==> src/rtl/alarm_irq_ctrl.sv <==
module alarm_irq_ctrl #(
  parameter int W = 8,
  parameter logic [W-1:0] EVT0 = 8'hF0,
  parameter logic [W-1:0] EVT1 = 8'h55,
  parameter logic [W-1:0] EVT2 = 8'h0F,
  parameter int NOIRQ_BIT = 7
) (
  input  logic         clk,
  input  logic         rst_n,
  input  logic [W-1:0] cause0_i,
  input  logic [W-1:0] cause1_i,
  input  logic [W-1:0] cause2_i,
  input  logic         rd_en_i,
  input  logic         wr_en_i,
  input  logic [1:0]   addr_i,
  input  logic [W-1:0] wdata_i,
  output logic [W-1:0] rdata_o,
  output logic         irq_n_o,
  input  logic         sa_i,
  input  logic [6:0]   line_flags_i,
  input  logic         b_frm_i,
  input  logic         b_wer_i,
  output logic [7:0]   ts0_o
);
  localparam int N = 3;
  localparam int NB = N * W;
  localparam logic [NB-1:0] EVT = {EVT2, EVT1, EVT0};
  localparam logic [NB-1:0] ONE = NB'(1);
  localparam logic [NB-1:0] IRQ_OK = ~(ONE << (2 * W + NOIRQ_BIT));

  logic [NB-1:0] alm, ack, msk, cause, clr, wsel;

  assign cause = {cause2_i, cause1_i, cause0_i};

  for (genvar r = 0; r < N; r++) begin : g_sel
    assign clr[r*W +: W]  = {W{rd_en_i && addr_i == 2'(r)}};
    assign wsel[r*W +: W] = {W{wr_en_i && addr_i == 2'(r)}};
  end

  always_ff @(posedge clk or negedge rst_n) begin
    if (!rst_n) begin
      alm <= '0;
      ack <= '0;
      msk <= '1;
    end else begin
      alm <= cause | (alm & ~clr & ~ack);
      ack <= cause & ~EVT & (ack | clr);
      msk <= (msk & ~wsel) | ({N{wdata_i}} & wsel);
    end
  end

  always_comb begin
    rdata_o = '0;
    for (int r = 0; r < N; r++)
      if (addr_i == 2'(r)) rdata_o = alm[r*W +: W];
  end

  assign irq_n_o = sa_i | ~|(alm & ~msk & IRQ_OK);

  logic b_bit;
  assign b_bit = line_flags_i[3] ? b_frm_i : b_wer_i;
  assign ts0_o = sa_i ? {line_flags_i[6:4], b_bit, line_flags_i[3:0]} : 8'hFF;
endmodule

==> config.mk <==
export PLATFORM = sky130hd
export DESIGN_NAME = alarm_irq_ctrl
export DESIGN_NICKNAME = d
export VERILOG_FILES = /design/src/rtl/alarm_irq_ctrl.sv
export SDC_FILE = /design/constraint.sdc
export NUM_CORES = 1
export LEC_CHECK = 0
export ABC_AREA = 1
export BUFFER_PORTS_ARGS = -buffer_cell sky130_fd_sc_hd__buf_2
export CAP_MARGIN = 20
export CORE_AREA = 2 2 78 80
export CTS_BUF_LIST = sky130_fd_sc_hd__clkbuf_16
export CTS_CLUSTER_DIAMETER = 40
export DETAILED_ROUTE_END_ITERATION = 6
export DIE_AREA = 0 0 80 82
export HOLD_SLACK_MARGIN = 0.1
export PLACE_DENSITY = 0.82
export SLEW_MARGIN = 20
export SYNTH_ARGS = -nofsm -noshare
export SYNTH_HDL_FRONTEND = slang
export SYNTH_SLANG_ARGS = --single-unit
==> constraint.sdc <==
create_clock -name clk -period 1 [get_ports clk]
set_input_delay 0.15 -clock clk [delete_from_list [all_inputs] [get_ports clk]]
set_output_delay 0.15 -clock clk [all_outputs]
set_load 0.01 [all_outputs]
==> impl_results.md <==
- Outcome: finished, violations left
- Failing checks: negative setup slack
- Max-Cap Viols: 0
- Part of the Yosys area used for sequential elements: roughly 57%
- Total CTS buffers: 9
- Min-Delay Path Depth: 3
- Worst clock skew: 0.00463 ns
- Total grt overflow: 0
- Power per cell area: about 1800 mW/mm^2
- DRC Markers: 0
- Aggregate global-route resource usage: between 20% and 30%
- Max H-tree Level: 3
- Worst IR drop on VDD: approximately 1.3 mV
- Port bufs: between 60 and 70
- Share of cells above drive strength 1: between 30% and 40%
- Number of global-route vias before repair: approximately 2.4k
- Final ANT Viol Nets: 0
- Vias after detailed routing: 2487
- Unrepaired setup endpoints after global routing: yes
- Fin area: about 0.0039 mm^2
- DIE AREA: 0.00656 mm^2
- Area added between synthesis and finish: 49.5%
- Drt via density: 4.89
- Avg Inst Size Synth: about 8.6 um^2
- Reg-to-Reg End: alm[19]
- Root cell of the clock tree: clkbuf_16
- Min-Delay Path Class: in2reg
- N_diodes: 0
- Antenna violations before repair: 0
- Yosys cell types: 22
- First-pass GRT wire length: 11200 um
- Placed Instance Area: between 0.003 and 0.004 mm^2
- Final hold violations: 0
- Num ports: between 60 and 70
- Initial Utilization: a little under half
- Worst setup SP type: register
- Synthesized area: ~0.0026 mm^2
- Worst setup EP type: output port
- Final setup viols: 9
- Pleak: 2.09 nW
- Setup ws final: -0.641 ns
- FMAX: between 600 and 700 MHz
- Commonest non-fill, non-tap cells in the layout: nand2_1 (74), buf_2 (62), inv_1 (58)
- Crit path time final: about 1.6 ns
- Nets: around 480
- Simple-gate share of the synthesized area: 19.1%
- Rel. slew slack: 71.6%
- Worst slew pin tran: between 0.4 and 0.5 ns
- CP Data Arrival Time: 1.49 ns
- Dpl ws: -0.331 ns
- Pre-antenna DRT Iters: 4
- Row Count: 28
- RR Startpoint: alm[19]
- Clk pin slew, worst setup/hold paths: approximately 0.050 ns
- R2r setup slk: approximately 0.07 ns
- Crit share post-route: 164%
- Synth Area in XOR/XNOR: 0%
- Die width: ~80 um
- Synth Area in Compound Gates: between 10 and 15%
- Routability cong.: roughly 0.84
- Pin count of the biggest net entering global routing: 60
- Max Root-Sink Buffers: 2
- #FFs+latches synth: 59
- Placeable Area: 0.00575 mm^2
- Worst hold path startpoint: wdata_i[2]
- Drt total wl: ~7400 um
- Worst Reg2Reg Path Length in Cells: 3
- Clock Sinks: between 50 and 60
- DP Wirelength: between 4000 and 5000 um
- Die H: about 80 um
- Clock Latency Late Sink: between 0.3 and 0.4 ns
- Slew Limit Fails: 0
- Syn Inst Count: roughly 300
- Synth Area in Adders: 0%
- Mux cell area share after synthesis: 0%
- Setup TNS: -3.23 ns
- CP required: 0.85 ns
- CTS tree: done
- Largest family of logic cells by synthesized area: simple AND/OR/NAND/NOR gates
- Commonest non-fill, non-tap cell in the layout: nand2_1
- Synth warnings: 0
- Drt wl/cell: 14.5 um
- Crit-path max FO: 2
- Initial DRC count: 183
- Setup CP Type: reg2out
- Syn_nets: around 350
==> layout make-up <==
cell class	count	area, um^2
fillers	423	1810
flip-flops and latches	59	1510
multi-input cells	174	938
repair buffers	116	852
inverters	69	259
clock buffers	9	225
well taps	75	93.8
clock inverters	7	58.8
==> worst max-delay path, stage by stage (launching register included) <==
cell and delay [ns]:
dfstp_2 0.53, inv_1 0.04, nand2_1 0.04, nand2_1 0.05
nor2_1 0.11, nand2_1 0.06, nor2_1 0.09, nand2_1 0.08
nand2_2 0.06, buf_6 0.09
==> cells by family after synthesis <==
group / count (synthesis)
AND/OR/NAND/NOR: 121
buffers and inverters: 73
flip-flops: 59
AO/OA/AOI/OAI: 53
==> through the flow <==
step           hold slack, ns  std cells  util [%]  power (mW)
6_report                0.111        509      68.4        6.95
3_3_place_gp            0.171        461      55.4        3.76
2_1_floorplan          -0.146        306         -        3.38
3_5_place_dp            0.173        461      55.4        3.81
4_1_cts                 0.118        507      67.3        6.89
5_1_grt                 0.133        509      68.4        7.25
==> repair_timing <==
action | CTS | global route
endpoints found under the hold margin | 76 | 0
gates resized for setup | 29 | 21
endpoints found under the setup margin | 9 | 9
pin swaps | 10 | 6
hold buffers | 27 | 0
buffers inserted | 6 | 7
==> per-layer routing <==
metal / GRT usage [%] / vias up / share of wire [%]
li1: - / 1193 / -
met1: 27.7 / 1148 / 38
met2: 40.3 / 120 / 51
met3: 5.82 / 26 / 7.2
met4: 11.2 / 0 / 3.6
met5: 0 / - / 0
==> cell usage after synthesis, drive strengths merged <==
| cell type | n | area (um^2) |
|---|---|---|
| nand2 | 89 | 344 |
| inv | 69 | 259 |
| dfrtp | 36 | 901 |
| dfstp | 23 | 604 |
| o21ai | 23 | 115 |
| nor2 | 17 | 73.8 |
| nand3 | 7 | 35.0 |
| o21bai | 7 | 52.6 |
| o221ai | 7 | 61.3 |
| or2 | 6 | 37.5 |
| a21o | 5 | 37.5 |
| a21oi | 5 | 25.0 |
| buf | 4 | 26.3 |
| o21a | 3 | 22.5 |
| o31ai | 3 | 22.5 |
| nand4 | 2 | 12.5 |
==> report_power, final <==
group	internal, mW	switching, mW	leakage [nW]
registers	2.74	0.154	0.635
clock network	1.89	1.05	0.138
logic	0.534	0.589	1.31
==> worst max path at each step <==
stage | from | to | slack, ns | depth (start not counted)
2_1_floorplan | register | irq_n_o | -0.11 | 8
5_1_grt | register | irq_n_o | -0.72 | 9
3_5_place_dp | register | irq_n_o | -0.33 | 9
3_3_place_gp | register | irq_n_o | -0.32 | 9
4_1_cts | register | irq_n_o | -0.68 | 9
6_report | register | irq_n_o | -0.64 | 9
Power figures use the tool's default switching activity.
